--- config.mk ---
export PLATFORM = sky130hd
export DESIGN_NAME = dtm_mark_dir
export DESIGN_NICKNAME = d
export VERILOG_FILES = /design/src/rtl/dtm_pkg.sv /design/src/rtl/dtm_line_store.sv /design/src/rtl/dtm_popcount.sv /design/src/rtl/dtm_lowest_set.sv /design/src/rtl/dtm_mark_dir.sv
export SDC_FILE = /design/constraint.sdc
export NUM_CORES = 1
export LEC_CHECK = 0
export ABC_AREA = 1
export BUFFER_PORTS_ARGS = -buffer_cell sky130_fd_sc_hd__buf_2
export CORE_ASPECT_RATIO = 2
export CORE_MARGIN = 3
export CORE_UTILIZATION = 45
export CTS_CLUSTER_DIAMETER = 30
export DETAILED_ROUTE_END_ITERATION = 10
export SETUP_SLACK_MARGIN = 0.1
export SLEW_MARGIN = 10
export SYNTH_ARGS = -nofsm -noshare
export SYNTH_HDL_FRONTEND = slang
export SYNTH_SLANG_ARGS = --single-unit
--- constraint.sdc ---
create_clock -name clk -period 6.3 [get_ports clk]
set_clock_uncertainty 0.15 [all_clocks]
set_input_delay 0.945 -clock clk [delete_from_list [all_inputs] [get_ports clk]]
set_output_delay 0.945 -clock clk [all_outputs]
set_load 0.02 [all_outputs]
--- src/rtl/dtm_pkg.sv ---
package dtm_pkg;

  typedef enum logic {
    OP_MARK    = 1'b0,
    OP_RELEASE = 1'b1
  } dtm_op_e;

  typedef enum logic [1:0] {
    ST_IDLE   = 2'd0,
    ST_NOTIFY = 2'd1,
    ST_ACK    = 2'd2
  } dtm_state_e;

endpackage

--- src/rtl/dtm_line_store.sv ---
// Per-line sharer vectors and transactional bits with one read port and one write port.
module dtm_line_store #(
  parameter int NUM_CORES = 32,
  parameter int NUM_LINES = 16,
  localparam int CORE_W = $clog2(NUM_CORES),
  localparam int LINE_W = $clog2(NUM_LINES)
) (
  input  logic                 clk,
  input  logic                 rst_n,
  input  logic [LINE_W-1:0]    rd_line,
  output logic [NUM_CORES-1:0] rd_vec,
  output logic                 rd_tx,
  input  logic [LINE_W-1:0]    wr_line,
  input  logic [CORE_W-1:0]    wr_core,
  input  logic                 mark_en,
  input  logic                 rel_en
);

  logic [NUM_CORES-1:0] vec_q [NUM_LINES];
  logic                 tx_q  [NUM_LINES];
  logic [NUM_CORES-1:0] core_mask;

  assign core_mask = {{(NUM_CORES-1){1'b0}}, 1'b1} << wr_core;

  for (genvar g = 0; g < NUM_LINES; g++) begin : g_line
    logic [NUM_CORES-1:0] vec_d;
    logic                 tx_d;
    logic                 hit;

    assign hit = (wr_line == LINE_W'(g));

    always_comb begin
      vec_d = vec_q[g];
      tx_d  = tx_q[g];
      if (hit && mark_en) begin
        vec_d = vec_q[g] | core_mask;
        tx_d  = 1'b1;
      end else if (hit && rel_en) begin
        vec_d = vec_q[g] & ~core_mask;
        if (vec_d == '0) tx_d = 1'b0;
      end
    end

    always_ff @(posedge clk or negedge rst_n) begin
      if (!rst_n) begin
        vec_q[g] <= '0;
        tx_q[g]  <= 1'b0;
      end else if (hit && (mark_en || rel_en)) begin
        vec_q[g] <= vec_d;
        tx_q[g]  <= tx_d;
      end
    end
  end

  assign rd_vec = vec_q[rd_line];
  assign rd_tx  = tx_q[rd_line];

endmodule

--- src/rtl/dtm_popcount.sv ---
// Counts the set bits of a vector.
module dtm_popcount #(
  parameter int WIDTH = 32,
  localparam int CNT_W = $clog2(WIDTH + 1)
) (
  input  logic [WIDTH-1:0] vec,
  output logic [CNT_W-1:0] count
);

  always_comb begin
    count = '0;
    for (int i = 0; i < WIDTH; i++) begin
      count = count + CNT_W'(vec[i]);
    end
  end

endmodule

--- src/rtl/dtm_lowest_set.sv ---
// Finds the index of the lowest set bit.
module dtm_lowest_set #(
  parameter int WIDTH = 32,
  localparam int IDX_W = $clog2(WIDTH)
) (
  input  logic [WIDTH-1:0] vec,
  output logic [IDX_W-1:0] idx,
  output logic             any
);

  always_comb begin
    idx = '0;
    any = |vec;
    for (int i = WIDTH - 1; i >= 0; i--) begin
      if (vec[i]) idx = IDX_W'(i);
    end
  end

endmodule

--- src/rtl/dtm_mark_dir.sv ---
// Directory slice handler for transactional marks and releases.
module dtm_mark_dir #(
  parameter int NUM_CORES = 32,
  parameter int NUM_LINES = 16,
  localparam int CORE_W = $clog2(NUM_CORES),
  localparam int LINE_W = $clog2(NUM_LINES),
  localparam int CNT_W  = $clog2(NUM_CORES + 1)
) (
  input  logic              clk,
  input  logic              rst_n,
  input  logic              req_valid,
  output logic              req_ready,
  input  logic              req_op,
  input  logic [CORE_W-1:0] req_core,
  input  logic [LINE_W-1:0] req_line,
  output logic              ntf_valid,
  input  logic              ntf_ready,
  output logic [CORE_W-1:0] ntf_dest,
  output logic [CORE_W-1:0] ntf_accessor,
  output logic [LINE_W-1:0] ntf_line,
  output logic              ack_valid,
  input  logic              ack_ready,
  output logic [CORE_W-1:0] ack_core,
  output logic [LINE_W-1:0] ack_line,
  output logic [CNT_W-1:0]  ack_count,
  output logic              ack_first
);
  import dtm_pkg::*;

  dtm_state_e state_q, state_d;
  logic [NUM_CORES-1:0] pend_q, pend_d;
  logic [CORE_W-1:0]    core_q;
  logic [LINE_W-1:0]    line_q;
  logic [CNT_W-1:0]     count_q;
  logic                 first_q;

  logic [NUM_CORES-1:0] rd_vec, others, self_mask, dest_mask;
  logic                 rd_tx;
  logic                 accept, do_mark, do_rel;
  logic                 ntf_hs, ack_hs;
  logic [CNT_W-1:0]     others_cnt;
  logic [CORE_W-1:0]    low_idx;
  logic                 low_any;

  assign req_ready = (state_q == ST_IDLE);
  assign accept    = req_valid && req_ready;
  assign do_mark   = accept && (req_op == OP_MARK);
  assign do_rel    = accept && (req_op == OP_RELEASE);

  dtm_line_store #(.NUM_CORES(NUM_CORES), .NUM_LINES(NUM_LINES)) i_store (
    .clk     (clk),
    .rst_n   (rst_n),
    .rd_line (req_line),
    .rd_vec  (rd_vec),
    .rd_tx   (rd_tx),
    .wr_line (req_line),
    .wr_core (req_core),
    .mark_en (do_mark),
    .rel_en  (do_rel)
  );

  assign self_mask = {{(NUM_CORES-1){1'b0}}, 1'b1} << req_core;
  assign others    = rd_vec & ~self_mask;

  dtm_popcount #(.WIDTH(NUM_CORES)) i_count (
    .vec   (others),
    .count (others_cnt)
  );

  dtm_lowest_set #(.WIDTH(NUM_CORES)) i_pick (
    .vec (pend_q),
    .idx (low_idx),
    .any (low_any)
  );

  assign dest_mask = {{(NUM_CORES-1){1'b0}}, 1'b1} << low_idx;

  assign ntf_valid    = (state_q == ST_NOTIFY) && low_any;
  assign ntf_dest     = low_idx;
  assign ntf_accessor = core_q;
  assign ntf_line     = line_q;
  assign ack_valid    = (state_q == ST_ACK);
  assign ack_core     = core_q;
  assign ack_line     = line_q;
  assign ack_count    = count_q;
  assign ack_first    = first_q;

  assign ntf_hs = ntf_valid && ntf_ready;
  assign ack_hs = ack_valid && ack_ready;

  // next state
  always_comb begin
    state_d = state_q;
    pend_d  = pend_q;
    unique case (state_q)
      ST_IDLE: begin
        if (do_mark) begin
          pend_d  = others;
          state_d = (others == '0) ? ST_ACK : ST_NOTIFY;
        end
      end
      ST_NOTIFY: begin
        if (ntf_hs) begin
          pend_d = pend_q & ~dest_mask;
          if (pend_d == '0) state_d = ST_ACK;
        end
      end
      ST_ACK: begin
        if (ack_hs) state_d = ST_IDLE;
      end
      default: state_d = ST_IDLE;
    endcase
  end

  // registers
  always_ff @(posedge clk or negedge rst_n) begin
    if (!rst_n) begin
      state_q <= ST_IDLE;
      pend_q  <= '0;
    end else begin
      state_q <= state_d;
      pend_q  <= pend_d;
    end
  end

  always_ff @(posedge clk or negedge rst_n) begin
    if (!rst_n) begin
      core_q  <= '0;
      line_q  <= '0;
      count_q <= '0;
      first_q <= 1'b0;
    end else if (do_mark) begin
      core_q  <= req_core;
      line_q  <= req_line;
      count_q <= others_cnt;
      first_q <= ~rd_tx;
    end
  end

endmodule

=== Word level (Yosys, flattened, before mapping) ===
Index checks and enable logic that the tools add are counted.

* Bits in registers: 578
* Input bits: 15

* Muxes and demuxes: 127
* Reduce and logical (&&, ||, !) cells: 143
* Shift operators: 2
* Magnitude comparators: 1
* Equal/unequal tests: 21
* Add/subtract/negate cells: 31
* Bitwise logic cells: 39

{| class="wikitable"
|+ Operators with widths
! kind !! number
|-
| $mux 32 || 36
|-
| $and 32x32->32 || 18
|-
| $logic_not 32->1 || 18
|-
| $or 32x32->32 || 16
|-
| $add 6x1->6 || 30
|-
| $mux 5 || 32
|-
| $bmux 32 s4 || 1
|-
| $reduce_bool 2->1 || 33
|-
| $not 32->32 || 2
|-
| $pmux 32 s2 || 1
|-
| $shl 1x5->32 const A || 2
|-
| $logic_and 1x1->1 || 54
|-
| $reduce_and 3->1 || 17
|-
| $mux 1 || 50
|-
| $eq 4x4->1 const B || 8
|-
| $reduce_and 2->1 || 16
|-
| $reduce_or 32->1 || 1
|-
| $eq 4x3->1 const B || 4
|-
| $mux 2 || 5
|-
| $eq 4x2->1 const B || 2
|-
| $ne 2x1->1 const B || 3
|-
| $pmux 2 s3 || 1
|-
| $ge 5x5->1 const B || 1
|-
| $not 4->5 || 1
|-
| other kinds (11) || 12
|}

=== Logic depth before layout (Yosys ltp) ===
Gate-level depths: netlist of the first run.

* Depth after elaboration: 39
* Depth in mapped cells: 41

=== By module ===
A second synthesis of the first run with hierarchy kept.

* Cell total of the unflattened synthesis: 4664
* Area, all modules: 33678.6 sq um

{| class="wikitable"
|+ Modules (own cells, without submodules)
! module !! area each (sq um) !! times used !! cells an instance
|-
| dtm_line_store || 28837.7 || 1 || 3921
|-
| dtm_mark_dir || 3439.5 || 1 || 529
|-
| dtm_popcount || 930.9 || 1 || 107
|-
| dtm_lowest_set || 470.5 || 1 || 107
|}

=== Least setup slack after synthesis of the first run ===
Ideal clock, no wire load.

* Path type: input -> register
* Start point: input port req_line[1]
* End point: register count_q[4] (netlist: ack_count[4])
* Path slack: -0.913 ns
* Data required time: 6.085 ns
* Cell stages on the path: 28
* Arrival time: 6.997 ns
* Path buffers: 3
* Setup time: 0.065 ns
* Cell sequence: nor2_1 -> clkbuf_1 -> clkbuf_1 -> buf_1 -> a22oi_1 -> a21oi_1 -> or4_1 -> and2_1 -> inv_1 -> ha_1 -> inv_1 -> fa_1 -> fa_1 -> fa_1 -> fa_1 -> fa_1 -> inv_1 -> fa_1 -> inv_1 -> fa_1 -> inv_1 -> fa_1 -> a21oi_1 -> nor2_1 -> nor2_1 -> xnor2_1 -> nand2_1 -> nand2_1

* Cells in the longest elaborated chain, start to end: 36

{| class="wikitable"
|+ Ends and longest elaborated chain
! item !! line !! text
|-
| from (decl) || dtm_mark_dir.sv:15 || <nowiki>input logic [LINE_W-1:0] req_line,</nowiki>
|-
| $not 4->5 (implied by the code) (*) || dtm_line_store.sv:55 || <nowiki>assign rd_vec = vec_q[rd_line];</nowiki>
|-
| $bmux 32 s4 (*) || dtm_line_store.sv:55 ||
|-
| $mux 32 (implied by the code) (*) (2 in a row) || dtm_line_store.sv:55 ||
|-
| $and 32x32->32 (*) || dtm_mark_dir.sv:63 || <nowiki>assign others = rd_vec & ~self_mask;</nowiki>
|-
| $add 1x1->2 || dtm_popcount.sv:13 || <nowiki>count = count + CNT_W'(vec[i]);</nowiki>
|-
| $add 6x1->6 (29 in a row) || dtm_popcount.sv:13 ||
|-
| $add 6x1->6 (*) || dtm_popcount.sv:13 ||
|-
| to (signal assigned) || dtm_mark_dir.sv:135 || <nowiki>count_q <= others_cnt;</nowiki>
|-
| to (decl) || dtm_mark_dir.sv:34 || <nowiki>logic [CNT_W-1:0] count_q;</nowiki>
|}

Mark *: on every way between the ends. The rest lies on a longest branch, timed or not. The select of a mux whose other input is x is not followed.
A chain may end at the register's enable or synchronous reset.

=== Worst setup path after layout of the first run ===
Same ends and word-level chain as after synthesis.

==> metrics.yaml, run 1 <==
power_density_nw_per_um2: 296
ys_warn_count: 0
gp_congestion: 1.09
setup.worst_path.class: "in2reg"
yosysMostFrequentCell: "o21ai_0"
drtAntennaViolNets: 0
syn2layout_area_growth_pct: 22.0
combPwrFrac: 0.178
finalSetupViolCount: 3
total_power_mw: 11.0
synth_edf_count: 0
h-tree-depth: 3
p_leak_nw: 15.9
crit_arrival_ns: 6.95
syn-mean-instance-area_sq_um: 8.13
cpPeakStageDelay_ns: 0.56
synthesis.area_sq_um: 30500
rows: 134
portBuffers: 47
initial_core_util: 0.456
hpwl_um: 114000
p_seq_frac: 0.363
p_sw_mw: 3.58
grt_pass1_wl_um: 225000
switching_share: 0.325
wirelength_um: 160000
r2r_setup_slack_ns: 0.11
timing.final.crit_period_ns: 6.48
finalHoldViolations: 0
first_pass_iters: 8
hp-class: "in2async"
worst_pin_slew_ns: 1.29
ios: 48
cts_tree: "yes"
grt_setup_unrepaired: "true"
antenna_found_initial: 16
vdd_drop_max_mv: 0.229
status: "complete, but fails checks"
final_util: 0.556
clock_path_buffers: 3
start_kind: "primary input"
max_freq_ghz: 0.154
clk_pin_slew_worst_paths_ns: 0.06
critPathSlowestCell: "fa_1"
min_period_over_period: 1.03
path_common_cell: "fa_1"
viasPerCell: 6.61
synth_area_leaders: "dfrtp_1 (47%), o21ai_0 (17%), nand2_1 (8.1%)"
drt-wirelength-per-cell_um: 32.6
clock_latency_ns: 0.68
crit_required_ns: 6.77
synthTopCellsByCount: "o21ai_0 (1045), nand2_1 (661), dfrtp_1 (578)"
grt-ovfl-total: 0
power.internal_mw: 7.44
grt_pass1_vias: 31200
numCtsBuffers: 88
layout_setup_ws_ns: -0.180
die_area_sq_um: 71200
synth_flop_cell: "dfrtp_1"
die_w_um: 190
ys_types: 56
core_region_area_sq_um: 66900
cp-end-kind: "register"
netlist_instances: 3755
fin_cells: 4895
nNetsFinal: 3979
clock_sinks: 578
layout-drive-gt1-share: 0.171
placed_cells: 4710
synth_top_area_cell: "dfrtp_1"
ctsHoldBuffers: 0
synthArstFlopShare: 1.00
grt_max_degree: 136
max_slew_margin: 0.141
cp_max_fo: 6
die_h_um: 374
drt_iter0_drc: 3744
synth-seq-cells: 578
cap_violations: 0
syn_nets: 3803
grt_usage: 0.443
clockRootBuffer: "clkbuf_16"
netlist.area_leader.share: 0.474
power_frac_clock: 0.459
slew_violations: 0
violations: "setup timing"
ys_seq_area_frac: 0.474
drc: 0
vias: 32300
==> timing repair <==
action,CTS,global route
hold endpoints to repair,0,0
buffers inserted,9,6
endpoints found under the setup margin,5,6
pin swaps,22,27
resized for setup,46,56
gates cloned,2,0
==> path summary, 6_finish.rpt <==
check / end / from / cells after the start
worst max-delay path: ack_count[4]$_DFFE_PN0P_ / req_line[1] / 28
worst min-delay path: pend_q[1]$_DFFE_PN0P_ / rst_n / 1
worst max register to register: ack_count[4]$_DFFE_PN0P_ / register / 24
worst min register to register: i_store.tx_q[11]$_DFFE_PN0P_ / i_store.tx_q[11]$_DFFE_PN0P_ / 2
max in group asynchronous: async pin / rst_n / 2
min in group clk: i_store.tx_q[11]$_DFFE_PN0P_ / i_store.tx_q[11]$_DFFE_PN0P_ / 2
==> power groups by stage <==
stage               sequential (mW)  combinational, mW  clock (mW)
floorplan                      4.07               1.09           0
global placement               4.06               1.88           0
finish                         4.00               1.96        5.06
detailed placement             4.07               1.89           0
global route                   4.02               2.10        5.24
CTS                            4.00               1.91        5.09
==> critical path: cells and delay by family <==
kind                     cells  cell delay, ns
XOR/XNOR                     1            0.13
AO/OA/AOI/OAI                4            0.48
AND/OR/NAND/NOR              6            0.75
adder cells (fa/ha/maj)      9            3.80
buffers and inverters        8            0.80
==> layer usage <==
layer | share of wire | vias up | wire [um] | GRT usage
li1 | - | 13600 | - | -
met1 | 0.32 | 15700 | 50600 | 0.452
met2 | 0.46 | 2119 | 74200 | 0.711
met3 | 0.086 | 847 | 13800 | 0.115
met4 | 0.13 | 8 | 21100 | 0.452
met5 | 0.00040 | - | 64 | 0
==> cells in the final DEF, fill, tap and decap left out, types with 7 or more instances in the layout <==
| master | Yosys | final |
|---|---|---|
| a2111oi_0 | 13 | 13 |
| a211oi_1 | 10 | 9 |
| a21oi_1 | 155 | 125 |
| a21oi_2 | 1 | 30 |
| a221oi_1 | 16 | 16 |
| a22o_1 | 22 | 22 |
| a22oi_1 | 231 | 207 |
| a22oi_2 | 0 | 24 |
| and2_1 | 9 | 8 |
| buf_12 | 0 | 24 |
| buf_2 | 3 | 44 |
| buf_4 | 9 | 329 |
| buf_6 | 0 | 14 |
| clkbuf_16 | 0 | 92 |
| clkinv_1 | 25 | 22 |
| clkinv_2 | 0 | 11 |
| clkinvlp_4 | 0 | 15 |
| dfrtp_1 | 578 | 578 |
| diode_2 | 0 | 9 |
| fa_1 | 24 | 20 |
| ha_1 | 9 | 7 |
| inv_1 | 192 | 184 |
| inv_6 | 0 | 15 |
| nand2_1 | 661 | 655 |
| nand3_1 | 66 | 66 |
| nand4_1 | 67 | 67 |
| nor2_1 | 111 | 104 |
| nor3_1 | 20 | 20 |
| nor4_1 | 16 | 13 |
| o2111ai_1 | 12 | 12 |
| o211ai_1 | 14 | 14 |
| o21ai_0 | 1045 | 1042 |
| o221ai_1 | 12 | 11 |
| o22ai_1 | 48 | 48 |
| o41ai_1 | 17 | 14 |
==> per-stage QoR <==
| stage | cell area, sq um | hold WS (ns) | setup TNS (ns) | worst slack, ns |
|---|---|---|---|---|
| floorplan | 30700 | 0.292 | -1.27 | -0.436 |
| global placement | 33600 | 0.304 | -4.66 | -1.04 |
| detailed placement | 33600 | 0.310 | -4.72 | -0.994 |
| CTS | 36900 | 0.0494 | -0.0881 | -0.0881 |
| global route | 37200 | 0.0873 | -0.763 | -0.313 |
| finish | 37200 | 0.0583 | -0.275 | -0.180 |
==> logic make-up after synthesis <==
logic type,Yosys count,share of synthesized area
xor+xnor,3,0.000861
buf+inv,544,0.0682
compound gates,1620,0.302
flops,578,0.474
fa+ha+maj,33,0.0194
simple gates,977,0.135
==> area by class of cell <==
| type | count | area (sq um) |
|---|---|---|
| fillers | 6416 | 29700 |
| flip-flops and latches | 578 | 14500 |
| multi-input cells | 2633 | 14400 |
| repair buffers | 413 | 3360 |
| clock buffers | 104 | 2410 |
| well taps | 884 | 1110 |
| inverters | 217 | 836 |
| clock inverters | 57 | 608 |
| diodes | 9 | 22.5 |
(Power assumes the default switching activity.)
==> inputs of run 2 (changes only) <==
--- a/config.mk
+++ b/config.mk
@@ -13,6 +13,7 @@
 export CTS_CLUSTER_DIAMETER = 30
 export DETAILED_ROUTE_END_ITERATION = 10
 export SETUP_SLACK_MARGIN = 0.1
+export SKIP_LAST_GASP = 1
 export SLEW_MARGIN = 10
 export SYNTH_ARGS = -nofsm -noshare
 export SYNTH_HDL_FRONTEND = slang
==> run 2 against run 1 <==
Effect of this change: the run still ends with setup timing left; worst hold slack got worse by 0.0093 ns; combinational power about the same; critical path type unchanged; first-iteration DRC count rose by 3.5%; core utilization decreased by 0.10 points; sequential power barely moved; critical path depth decreased by 1.
==> metrics.yaml, run 2 (synthesis gave the netlist of run 1 again) <==
status: "complete, but fails checks"
violations: "setup timing"
cap_violations: 0  # unchanged
die_area_sq_um: 71200  # unchanged
fin_area_sq_um: 37200  # -0.18%
h-tree-depth: 3  # unchanged
cts_tree: "yes"
cp_max_fo: 6  # unchanged
finalHoldViolations: 0  # unchanged
grt_max_degree: 136  # unchanged
start_kind: "primary input"
grt_pass1_vias: 31200  # +0.099%
clock_latency_ns: 0.69  # about the same
antenna_found_initial: 13  # -3
first_pass_iters: 6  # -2
layout_setup_ws_ns: -0.219  # -0.0384 ns
clockRootBuffer: "clkbuf_16"
vdd_drop_max_mv: 0.227  # -0.92%
final_cell_mix: "o21ai_0 (1042), nand2_1 (655), dfrtp_1 (578)"
grt_usage: 0.443  # about the same
syn2layout_area_growth_pct: 21.8
drt-wirelength-per-cell_um: 32.7  # +0.17%
crit_arrival_ns: 6.99  # +0.04 ns
portBuffers: 47  # unchanged
crit_required_ns: 6.77  # about the same
hpwl_um: 114000  # unchanged
clk_pin_slew_worst_paths_ns: 0.06  # about the same
drc: 0  # unchanged
power_density_nw_per_um2: 297  # +0.34%
layout-drive-gt1-share: 0.169  # -0.00204
slew_violations: 0  # unchanged
initial_core_util: 0.456  # unchanged
gp_congestion: 1.09  # unchanged
ios: 48  # unchanged
drt_iter0_drc: 3874  # +3.5%
die_w_um: 190  # unchanged
grt_pass1_wl_um: 224000  # about the same
layout_commonest_cell: "o21ai_0"
nNetsFinal: 3980  # +0.025%
cp-end-kind: "register"
final_util: 0.555  # -0.00103
drtAntennaViolNets: 0  # unchanged
grt-ovfl-total: 0  # unchanged
clock_sinks: 578  # unchanged
fin_cells: 4892  # -0.061%
finalSetupViolCount: 5  # +2
dpl-instance-area_sq_um: 33600  # unchanged
wirelength_um: 160000  # +0.11%
timing.final.crit_period_ns: 6.52  # +0.0384 ns
hp-class: "in2async"
core_region_area_sq_um: 66900  # unchanged
clock_path_buffers: 3  # unchanged
max_freq_ghz: 0.153  # -0.59%
min_period_over_period: 1.03  # +0.00610
vias: 32100  # -0.81%
viasPerCell: 6.56  # -0.75%
worst_pin_slew_ns: 1.29  # +0.00632 ns
numCtsBuffers: 88  # unchanged
max_slew_margin: 0.137  # -0.00423
placed_cells: 4710  # unchanged
setup.worst_path.class: "in2reg"
rows: 134  # unchanged
die_h_um: 374  # unchanged
p_leak_nw: 15.9  # about the same
grt_setup_unrepaired: "true"
run 2: cell count changes in the layout (fill, tap and decap cells not counted), sizes merged:
| cell | delta |
|---|---|
| buf | +1 |
| diode | -4 |
run 2: report_power, final:
| part | internal [mW] | switching [mW] |
|---|---|---|
| logic | 0.545 | 1.43 |
| clock network | 3.03 | 2.03 |
| registers | 3.87 | 0.134 |
run 2: final cells by class:
class / instances / area, sq um
flip-flops and latches: 578 / 14500
multi-input cells: 2633 / 14400
fillers: 6407 / 29700
diodes: 5 / 12.5
clock inverters: 57 / 608
clock buffers: 104 / 2410
well taps: 884 / 1110
inverters: 217 / 832
repair buffers: 414 / 3350
run 2: through the flow:
step | worst slack [ns] | setup TNS [ns] | hold slack, ns | power (mW)
final | -0.219 | -0.501 | 0.0490 | 11.0
after global routing | -0.341 | -1.05 | 0.0874 | 11.4
after CTS | -0.110 | -0.110 | 0.0494 | 11.0
after detailed placement | -0.994 | -4.72 | 0.310 | 5.95
after global placement | -1.04 | -4.66 | 0.304 | 5.94
after floorplan | -0.436 | -1.27 | 0.292 | 5.15
run 2: metal layers:
| layer | GRT usage | vias to the layer above | wire [um] |
|---|---|---|---|
| met1 | 0.453 | 15500 | 50300 |
| met4 | 0.449 | 8 | 21000 |
| met2 | 0.711 | 2077 | 74300 |
| met5 | 0 | - | 56 |
| li1 | - | 13600 | - |
| met3 | 0.116 | 832 | 14300 |
run 2: worst paths after layout:
path,slack (ns),from,cells past startpoint,to
worst max-delay path,-0.22,req_line[1],27,ack_count[4]$_DFFE_PN0P_
worst max register to register,0.05,register,25,ack_count[4]$_DFFE_PN0P_
min in group clk,0.32,ack_count[5]$_DFFE_PN0P_,2,ack_count[5]$_DFFE_PN0P_
worst min-delay path,0.05,rst_n,1,pend_q[1]$_DFFE_PN0P_
max in group asynchronous,4.64,rst_n,2,async pin
worst min register to register,0.32,ack_count[5]$_DFFE_PN0P_,2,ack_count[5]$_DFFE_PN0P_
run 2: critical path: stages:
cell and delay [ns]:
buf_12 0.12, buf_12 0.12, nor2_4 0.29, buf_12 0.22, a22oi_1 0.11, a21oi_1 0.50, buf_4 0.23, o41ai_4 0.10
fa_1 0.51, fa_1 0.52, inv_2 0.05, fa_1 0.51, inv_2 0.05, fa_1 0.52, fa_1 0.42, inv_1 0.08
fa_2 0.43, inv_2 0.06, fa_2 0.20, inv_2 0.04, fa_2 0.40, a21oi_2 0.14, nor2_1 0.05, nor2_1 0.11
xnor2_1 0.13, nand2_1 0.06, nand2_1 0.05
run 2: what timing repair did:
action | 4_1_cts | 5_1_grt
buffers inserted | 9 | 7
resized for setup | 42 | 42
pin swaps | 21 | 37
endpoints found under the setup margin | 5 | 6
cloned | 2 | 0
hold buffers | 0 | 0
